$ cat src/rtl/cti_pkg.sv
package cti_pkg;

    typedef enum logic {
        SEL_COUNT   = 1'b0,
        SEL_COMPARE = 1'b1
    } reg_sel_e;

    typedef enum logic [1:0] {
        IRQ_IDLE    = 2'b01,
        IRQ_PENDING = 2'b10
    } irq_state_e;

endpackage

$ cat src/rtl/cti_count_reg.sv
module cti_count_reg
    import cti_pkg::*;
#(
    parameter int CNT_W = 32
) (
    input  logic             clk,
    input  logic             rst_n,
    input  logic             adv,
    input  logic             wr_en,
    input  reg_sel_e         wr_sel,
    input  logic [CNT_W-1:0] wr_data,
    output logic [CNT_W-1:0] cnt_q,
    output logic [CNT_W-1:0] cnt_d
);

    localparam logic [CNT_W-1:0] ONE = {{(CNT_W-1){1'b0}}, 1'b1};

    logic load_cnt;

    always_comb begin
        load_cnt = wr_en && (wr_sel == SEL_COUNT);
        if (load_cnt) begin
            cnt_d = wr_data;
        end else if (adv) begin
            cnt_d = cnt_q + ONE;
        end else begin
            cnt_d = cnt_q;
        end
    end

    always_ff @(posedge clk or negedge rst_n) begin
        if (!rst_n) begin
            cnt_q <= '0;
        end else begin
            cnt_q <= cnt_d;
        end
    end

endmodule

$ cat src/rtl/cti_compare_reg.sv
module cti_compare_reg
    import cti_pkg::*;
#(
    parameter int CNT_W = 32
) (
    input  logic             clk,
    input  logic             rst_n,
    input  logic             wr_en,
    input  reg_sel_e         wr_sel,
    input  logic [CNT_W-1:0] wr_data,
    output logic [CNT_W-1:0] cmp_q
);

    always_ff @(posedge clk or negedge rst_n) begin
        if (!rst_n) begin
            cmp_q <= '0;
        end else if (wr_en && (wr_sel == SEL_COMPARE)) begin
            cmp_q <= wr_data;
        end
    end

endmodule

$ cat src/rtl/cti_cross_detect.sv
module cti_cross_detect #(
    parameter int CNT_W = 32
) (
    input  logic             step_ok,
    input  logic [CNT_W-1:0] cnt_old,
    input  logic [CNT_W-1:0] cnt_new,
    input  logic [CNT_W-1:0] cmp,
    output logic             crossed
);

    localparam int MSB = CNT_W - 1;

    logic [CNT_W-1:0] gap_before;
    logic [CNT_W-1:0] gap_after;
    logic             before_ahead;
    logic             after_reached;

    always_comb begin
        gap_before    = cmp - cnt_old;
        gap_after     = cmp - cnt_new;
        before_ahead  = !gap_before[MSB] && (gap_before != '0);
        after_reached = gap_after[MSB] || (gap_after == '0);
        crossed       = step_ok && before_ahead && after_reached;
    end

endmodule

$ cat src/rtl/cti_irq_fsm.sv
module cti_irq_fsm
    import cti_pkg::*;
#(
    parameter int NUM_IP  = 8,
    parameter int IRQ_LVL = 7
) (
    input  logic              clk,
    input  logic              rst_n,
    input  logic              arm,
    input  logic              ack,
    output logic              irq,
    output logic [NUM_IP-1:0] cause_ip
);

    irq_state_e state_q;
    irq_state_e state_d;

    always_comb begin
        state_d = state_q;
        unique case (state_q)
            IRQ_IDLE: begin
                if (arm && !ack) begin
                    state_d = IRQ_PENDING;
                end
            end
            IRQ_PENDING: begin
                if (ack) begin
                    state_d = IRQ_IDLE;
                end
            end
            default: state_d = IRQ_IDLE;
        endcase
    end

    always_ff @(posedge clk or negedge rst_n) begin
        if (!rst_n) begin
            state_q <= IRQ_IDLE;
        end else begin
            state_q <= state_d;
        end
    end

    always_comb begin
        irq = (state_q == IRQ_PENDING);
    end

    for (genvar gi = 0; gi < NUM_IP; gi++) begin : g_ip
        if (gi == IRQ_LVL) begin : g_timer
            assign cause_ip[gi] = irq;
        end else begin : g_other
            assign cause_ip[gi] = 1'b0;
        end
    end

endmodule

$ cat src/rtl/cyc_timer_irq.sv
module cyc_timer_irq
    import cti_pkg::*;
#(
    parameter int CNT_W   = 32,
    parameter int NUM_IP  = 8,
    parameter int IRQ_LVL = 7
) (
    input  logic              clk,
    input  logic              rst_n,
    input  logic              adv_i,
    input  logic              wr_en_i,
    input  logic              wr_sel_i,
    input  logic [CNT_W-1:0]  wr_data_i,
    input  logic              rd_sel_i,
    output logic [CNT_W-1:0]  rd_data_o,
    output logic              irq_o,
    output logic [NUM_IP-1:0] cause_ip_o
);

    reg_sel_e         wsel;
    logic [CNT_W-1:0] cnt_q;
    logic [CNT_W-1:0] cnt_d;
    logic [CNT_W-1:0] cmp_q;
    logic             crossed;

    assign wsel = reg_sel_e'(wr_sel_i);

    cti_count_reg #(.CNT_W(CNT_W)) u_count (
        .clk     (clk),
        .rst_n   (rst_n),
        .adv     (adv_i),
        .wr_en   (wr_en_i),
        .wr_sel  (wsel),
        .wr_data (wr_data_i),
        .cnt_q   (cnt_q),
        .cnt_d   (cnt_d)
    );

    cti_compare_reg #(.CNT_W(CNT_W)) u_compare (
        .clk     (clk),
        .rst_n   (rst_n),
        .wr_en   (wr_en_i),
        .wr_sel  (wsel),
        .wr_data (wr_data_i),
        .cmp_q   (cmp_q)
    );

    cti_cross_detect #(.CNT_W(CNT_W)) u_cross (
        .step_ok (adv_i && !wr_en_i),
        .cnt_old (cnt_q),
        .cnt_new (cnt_d),
        .cmp     (cmp_q),
        .crossed (crossed)
    );

    cti_irq_fsm #(.NUM_IP(NUM_IP), .IRQ_LVL(IRQ_LVL)) u_fsm (
        .clk      (clk),
        .rst_n    (rst_n),
        .arm      (crossed),
        .ack      (wr_en_i),
        .irq      (irq_o),
        .cause_ip (cause_ip_o)
    );

    always_comb begin
        rd_data_o = (reg_sel_e'(rd_sel_i) == SEL_COMPARE) ? cmp_q : cnt_q;
    end

endmodule

$ cat config.mk
export PLATFORM = sky130hd
export DESIGN_NAME = cyc_timer_irq
export DESIGN_NICKNAME = d
export VERILOG_FILES = /design/src/rtl/cti_pkg.sv /design/src/rtl/cti_count_reg.sv /design/src/rtl/cti_compare_reg.sv /design/src/rtl/cti_cross_detect.sv /design/src/rtl/cti_irq_fsm.sv /design/src/rtl/cyc_timer_irq.sv
export SDC_FILE = /design/constraint.sdc
export NUM_CORES = 1
export LEC_CHECK = 0
export BUFFER_PORTS_ARGS = -buffer_cell sky130_fd_sc_hd__buf_2
export CORE_ASPECT_RATIO = 1.4
export CORE_MARGIN = 10
export CORE_UTILIZATION = 47
export CTS_CLUSTER_DIAMETER = 80
export DETAILED_ROUTE_END_ITERATION = 8
export PLACE_DENSITY = 0.73
export REMOVE_ABC_BUFFERS = 1
export SLEW_MARGIN = 10
export SYNTH_ARGS = -nofsm -noshare
export SYNTH_HDL_FRONTEND = slang
export SYNTH_SLANG_ARGS = --single-unit
export TNS_END_PERCENT = 30
$ cat constraint.sdc
create_clock -name clk -period 6 [get_ports clk]
set_clock_uncertainty 0.2 [all_clocks]
set_input_delay 0.9 -clock clk [delete_from_list [all_inputs] [get_ports clk]]
set_output_delay 0.9 -clock clk [all_outputs]
set_load 0.1 [all_outputs]
==> results.ini, run 1 <==
[logic_synthesis]
avgSynthCellArea_um2 = 7.726
syn_area_um2 = 7517
yosysUniqueCellTypes = 85
synth_flop_cell = dfrtp_1
syn_inst = 973
yosys_register_bits = 66
ys_async_sr_fraction = 1.000
yosysWarnings = 0
ys_seq_area_frac = 0.2199
synth_edf_count = 0

[grt]
grt_first_pass_wirelength_um = 39030
track_usage = 0.2226
antenna_found_initial = 0
grt_pass1_vias = 7368
grt_max_degree = 67
grt_remaining_overflow = 0

[power_and_ir_drop]
p_leak_nw = 3.794
power_density_nw_per_um2 = 361.0
power_mw = 3.086
ir_drop_mv = 0.2563

[clock_tree]
cts_tree = done
root_buffer = clkbuf_16
path_clk_slew_ns = 0.06
clock_latency_ns = 0.35
cts_buffers = 9
hold_buffers = 0
clockBufferDepth = 2
cts_sinks = 66
htree_levels = 3

[worst_setup_path]
crit_fanout = 5
critPathRequiredTime_ns = 6.07
reg2reg_slack_ns = 0.39
start_kind = input port
worstPathCellList = buf_2, buf_4, nand4_4, or4_4, or3_2, nor3_1, xnor2_1, o21a_1, ha_1, inv_1, o22ai_1, a2111oi_2, o221ai_1, nor4_2, nand4_1, nand4b_1, a2111oi_2, nand4_1, or4b_1, a2111o_1, and2_1
end_kind = flip-flop
crit_arrival_ns = 5.77
critPathKind = in -> reg
crit_slowest_cell = or3_2
max_stage_delay_ns = 0.53

[floorplan]
die_h_um = 169.6
rows = 54
die_area_um2 = 21520
fp.coreArea_um2 = 15680
io_pins = 79
die_x_um = 126.9
start_util = 0.4796

[routing]
via_count = 7485
via_per_inst = 5.969
wl_um = 24490
dr.pass1.iters = 5
detail-route-antenna-nets = 0
wl_per_cell_um = 19.53
remaining_drc_errors = 0
first_iter_violations = 706

[cells_and_area]
seq_area_um2 = 1653
fin_nets = 1152
final_common_cell = nand2_1
fillerInstances = 1517
layout_common_cells = 111 x nand2_1, 93 x inv_1, 71 x buf_2
syn2layout_area_growth_pct = 13.72
drive_gt1_frac = 0.1796
multi_input_area_um2 = 5330
antenna_cells = 0

[placed_design]
place.detailed.hpwl_um = 19590
io_buffer_count = 71
dp_slack_ns = -0.3390
gp_congestion = 0.9128

[timing]
finalHoldViolations = 0
period_share = 0.9503
worstMarginPinSlew_ns = 0.9207
relSlewSlack = 0.3862
setup_viol = 0
tns_ns = 0
clock.fmax_mhz = 175.4
slew_viol_final = 0
finalCriticalPeriod_ns = 5.702
timing.hold.ws_ns = 0.3397
setup_ws_ns = 0.2982

[min_path]
holdCritPathClass = reg -> reg

[run]
cap_violations = 0

[outcome]
status = finished clean

-- worst paths after layout --
kind	startpoint	to	depth (start not counted)
worst max-delay path	adv_i	u_fsm.state_q[0]$_DFFE_PN1P_	21
worst min-delay path	u_compare.cmp_q[0]$_DFFE_PN0P_	u_compare.cmp_q[0]$_DFFE_PN0P_	1
worst max register to register	u_count.cnt_q[0]$_DFF_PN0_	u_fsm.state_q[0]$_DFFE_PN1P_	20
worst min register to register	u_compare.cmp_q[0]$_DFFE_PN0P_	u_compare.cmp_q[0]$_DFFE_PN0P_	1
max in group asynchronous	rst_n	u_fsm.state_q[1]$_DFFE_PN0P_	2
min in group asynchronous	rst_n	u_compare.cmp_q[22]$_DFFE_PN0P_	2
-- power breakdown --
| group | internal [mW] | leakage [nW] | total, mW | switching, mW |
|---|---|---|---|---|
| combinational | 0.690 | 2.86 | 1.90 | 1.21 |
| sequential | 0.513 | 0.788 | 0.610 | 0.0973 |
| clock | 0.365 | 0.149 | 0.577 | 0.213 |
| total | 1.57 | 3.79 | 3.09 | 1.52 |
-- through the flow --
step             util  instance area [um^2]  cells
5_1_grt        0.5453                  8548   1254
3_3_place_gp   0.5224                  8189   1237
3_5_place_dp   0.5224                  8189   1237
4_1_cts        0.5428                  8508   1253
2_1_floorplan       -                  7298    933
6_report       0.5453                  8548   1254
-- kinds of logic (layout without fill, tap and decap cells) --
kind of cell | after synthesis | after routing | share of synthesized area
other | 1 | 7 | 0.0004989
AOI/OAI and AO/OA | 276 | 276 | 0.2418
muxes | 42 | 42 | 0.06159
adders and majority gates | 65 | 65 | 0.1090
and+or+nand+nor | 325 | 325 | 0.2199
DFF | 66 | 66 | 0.2199
xor gates and xnor gates | 59 | 59 | 0.06874
buffers and inverters | 139 | 218 | 0.07856
-- cells in the mapped netlist, drive strengths merged, types with 9 or more instances --
master,count,area share
nand2,111,0.055
a31oi,9,0.0075
nand3,18,0.012
nand2b,20,0.017
a21oi,62,0.041
dfrtp,65,0.22
inv,93,0.046
and3,9,0.0077
clkbuf,31,0.019
xor2,13,0.015
nor4,11,0.0092
o21ai,70,0.047
xnor2,46,0.054
a21o,10,0.010
ha,59,0.098
nor3,17,0.011
o211ai,13,0.013
nor2b,9,0.0075
or3,13,0.011
mux2,34,0.051
nand4,15,0.016
buf,14,0.012
o21a,23,0.023
nor2,63,0.031
-- flip-flops by register name, indices dropped and copies added, names as in the netlist --
name             count
u_compare.cmp_q     32
u_count.cnt_q       32
u_fsm.state_q        2
-- layer usage --
metal	global-route usage	wire, um
met5	0	0
met4	0.08189	915
met3	0.04283	1414
met2	0.3963	12190
met1	0.2568	9970
-- worst max-delay path: cells and delay by family --
family,cells,cell delay (ns)
compound gates,6,1.43
fa+ha+maj,1,0.23
xor+xnor,1,0.10
simple gates,10,2.79
buf+inv,3,0.33
-- final cells by class --
cell class,instances,area share
Multi-Input combinational cell,774,0.6235
Clock buffer,10,0.02679
Sequential cell,66,0.1934
Timing Repair Buffer,109,0.07641
Tap cell,196,0.02869
Clock inverter,6,0.01039
Inverter,93,0.04084
-- what timing repair did --
item	in CTS	in global routing
buffers inserted	0	1
resized for setup	1	9
pin swaps	0	2
hold endpoints to repair	0	0
endpoints found under the setup margin	1	2
Note: power is estimated with default switching activity, not from simulation.
==> run 2: changes to the inputs <==
--- a/config.mk
+++ b/config.mk
@@ -7,7 +7,6 @@
 export LEC_CHECK = 0
 export BUFFER_PORTS_ARGS = -buffer_cell sky130_fd_sc_hd__buf_2
 export CORE_ASPECT_RATIO = 1.4
-export CORE_MARGIN = 10
 export CORE_UTILIZATION = 47
 export CTS_CLUSTER_DIAMETER = 80
 export DETAILED_ROUTE_END_ITERATION = 8
==> constraint.sdc (replaced) <==
create_clock -name clk -period 6 [get_ports clk]
set_clock_uncertainty 0.2 [all_clocks]
set_input_delay 0 -clock clk [delete_from_list [all_inputs] [get_ports clk]]
set_output_delay 0 -clock clk [all_outputs]
set_load 0.1 [all_outputs]
==> run 2 against run 1 <==
Non-clock buffer count up 5. Power fell by 0.78%. Hold slack got worse by 0.25 ns. Register-to-register slack about the same. Setup slack better by 0.087 ns. Largest cell class unchanged. Highest routed layer unchanged.
==> results.ini, run 2 (same netlist as run 1, synthesis figures left out) <==
[routing]
remaining_drc_errors = 0
wl_per_cell_um = 18.61
detail-route-antenna-nets = 0
via_count = 7479
first_iter_violations = 451
wl_um = 23430
dr.pass1.iters = 6
via_per_inst = 5.940

[floorplan]
die_h_um = 151.6
rows = 54
die_x_um = 108.9
fp.coreArea_um2 = 15610
die_area_um2 = 16510
io_pins = 79
start_util = 0.4816

[cells_and_area]
syn2layout_area_growth_pct = 15.56
layout_common_cells = 111 x nand2_1, 93 x inv_1, 71 x buf_2
finalNonFillerCells = 1259
final_util = 0.5566
final_common_cell = nand2_1
antenna_cells = 0
reg_top3 = u_compare.cmp_q (32), u_count.cnt_q (32), u_fsm.state_q (2)
fin_nets = 1157
drive_gt1_frac = 0.1543

[timing]
relSlewSlack = 0.3573
finalHoldViolations = 0
clock.fmax_mhz = 178.1
rsz0062_at_grt = false
worstMarginPinSlew_ns = 0.9553
finalCriticalPeriod_ns = 5.615
slew_viol_final = 0
setup_viol = 0
period_share = 0.9359

[power_and_ir_drop]
p_sw_mw = 1.488
p_leak_nw = 3.800
switching_share = 0.4861
p_int_mw = 1.573
clockPowerShare = 0.199
ir_drop_mv = 0.2868
power_frac_comb = 0.603
p_seq_frac = 0.199
power_density_nw_per_um2 = 352.4

[grt]
antenna_found_initial = 0
grt_pass1_vias = 7130
met3_usage = 0.03165
grt_max_degree = 67
met2_usage = 0.5393
grt_remaining_overflow = 0
grt_first_pass_wirelength_um = 36170
use_met1 = 0.3233
track_usage = 0.2899
top_usage_layer = met2

[worst_setup_path]
path_buf_inv = 3
start_kind = input port
cp_common_cell = o21ai_0
critPathKind = in -> reg
end_kind = flip-flop
worstPathCellList = dlygate4sd3_1, buf_2, and2b_2, o21ai_0, ha_1, inv_1, fa_1, a21o_1, a221oi_1, a21oi_1, maj3_1, a221oi_2, o21ai_0, or3_2, a32oi_1, nand4_1, or4b_1, a2111o_1, and2_1
critPathRequiredTime_ns = 6.07
path_depth = 19
critPathTopFamily = compound AO/OA/AOI/OAI gates
crit_fanout = 14
r2r-start = u_count.cnt_q[0]$_DFF_PN0_
crit_arrival_ns = 5.69
crit_slowest_cell = dlygate4sd3_1
rr_worst_depth = 19
reg2reg_slack_ns = 0.40
max_stage_delay_ns = 0.53
reg2reg_to = u_fsm.state_q[0]$_DFFE_PN1P_

[clock_tree]
cts_buffers = 9
post_cts_buffers = 0
cts_tree = done
clockBufferDepth = 2
htree_levels = 3
path_clk_slew_ns = 0.06
clock_latency_ns = 0.34
root_buffer = clkbuf_16
cts_sinks = 66

[placed_design]
gp_congestion = 1.029
dp_cells = 1209
io_buffer_count = 71
place.detailed.hpwl_um = 18190

[min_path]
whs_path_depth = 5
min_to = u_count.cnt_q[1]$_DFF_PN0_
holdCritPathClass = in -> reg
min_from = adv_i

[run]
cap_violations = 0

[outcome]
status = finished clean

[run 2: cell types whose count changed in the layout (fill, tap and decap cells not counted), moves of 2 or more]
cell / change
dlygate4sd3_1: +34
ha_2: +2
dfrtp_1: -2
ha_1: -2
buf_4: -28
dfrtp_2: +2
[run 2: final cells by class]
cell class / instances / area, um^2
multi-input cells: 774 / 5339
repair buffers: 114 / 763.2
clock inverters: 5 / 102.6
flip-flops and latches: 66 / 1655
inverters: 93 / 349.1
fillers: 1447 / 6920
well taps: 196 / 245.2
clock buffers: 11 / 232.7
[run 2: per-stage QoR]
stage / worst slack, ns / setup TNS [ns] / hold slack, ns / total power [mW] / cell area, um^2
after global placement: 0.2289 / 0 / 0.04373 / 2.387 / 7966
after floorplan: 0.6521 / 0 / -0.4956 / 1.971 / 7298
after global routing: 0.01810 / 0 / 0.09481 / 3.255 / 8687
after detailed placement: -0.006232 / -0.006232 / 0.04941 / 2.391 / 7966
final: 0.3848 / 0 / 0.08625 / 3.062 / 8687
after CTS: 0.05443 / 0 / 0.02563 / 3.030 / 8650
[run 2: worst max-delay path by stage]
stage,from,to
after floorplan,u_count.cnt_q[1]$_DFF_PN0_,u_fsm.state_q[0]$_DFFE_PN1P_
after global placement,u_count.cnt_q[7]$_DFF_PN0_,u_fsm.state_q[0]$_DFFE_PN1P_
after detailed placement,u_count.cnt_q[7]$_DFF_PN0_,u_fsm.state_q[0]$_DFFE_PN1P_
after CTS,u_count.cnt_q[7]$_DFF_PN0_,u_fsm.state_q[0]$_DFFE_PN1P_
after global routing,u_count.cnt_q[1]$_DFF_PN0_,u_fsm.state_q[0]$_DFFE_PN1P_
final,wr_en_i,u_fsm.state_q[0]$_DFFE_PN1P_
[run 2: power by group through the flow]
| stage | Clock [mW] | Combinational (mW) | Sequential [mW] |
|---|---|---|---|
| after floorplan | 0 | 1.39 | 0.582 |
| after CTS | 0.614 | 1.81 | 0.605 |
| after detailed placement | 0 | 1.78 | 0.613 |
| final | 0.608 | 1.85 | 0.608 |
| after global routing | 0.630 | 2.01 | 0.615 |
| after global placement | 0 | 1.78 | 0.609 |
[run 2: timing repair]
item	4_1_cts	5_1_grt
gates resized for setup	2	11
cloned	0	0
hold buffers	34	0
endpoints found under the setup margin	1	2
endpoints found under the hold margin	129	0
[run 2: metal layers]
metal,share of wire,routed length (um),vias to the layer above
met3,0.041,960,62
met2,0.51,11850,261
li1,-,-,3652
met5,0,0,-
met1,0.40,9437,3504
met4,0.050,1178,0
[run 2: tightest hold or removal path, cell delays in order]
cell and delay, ns:
buf_2 0.19, mux2i_1 0.14, nor2_1 0.08, a21oi_1 0.10, inv_1 0.08
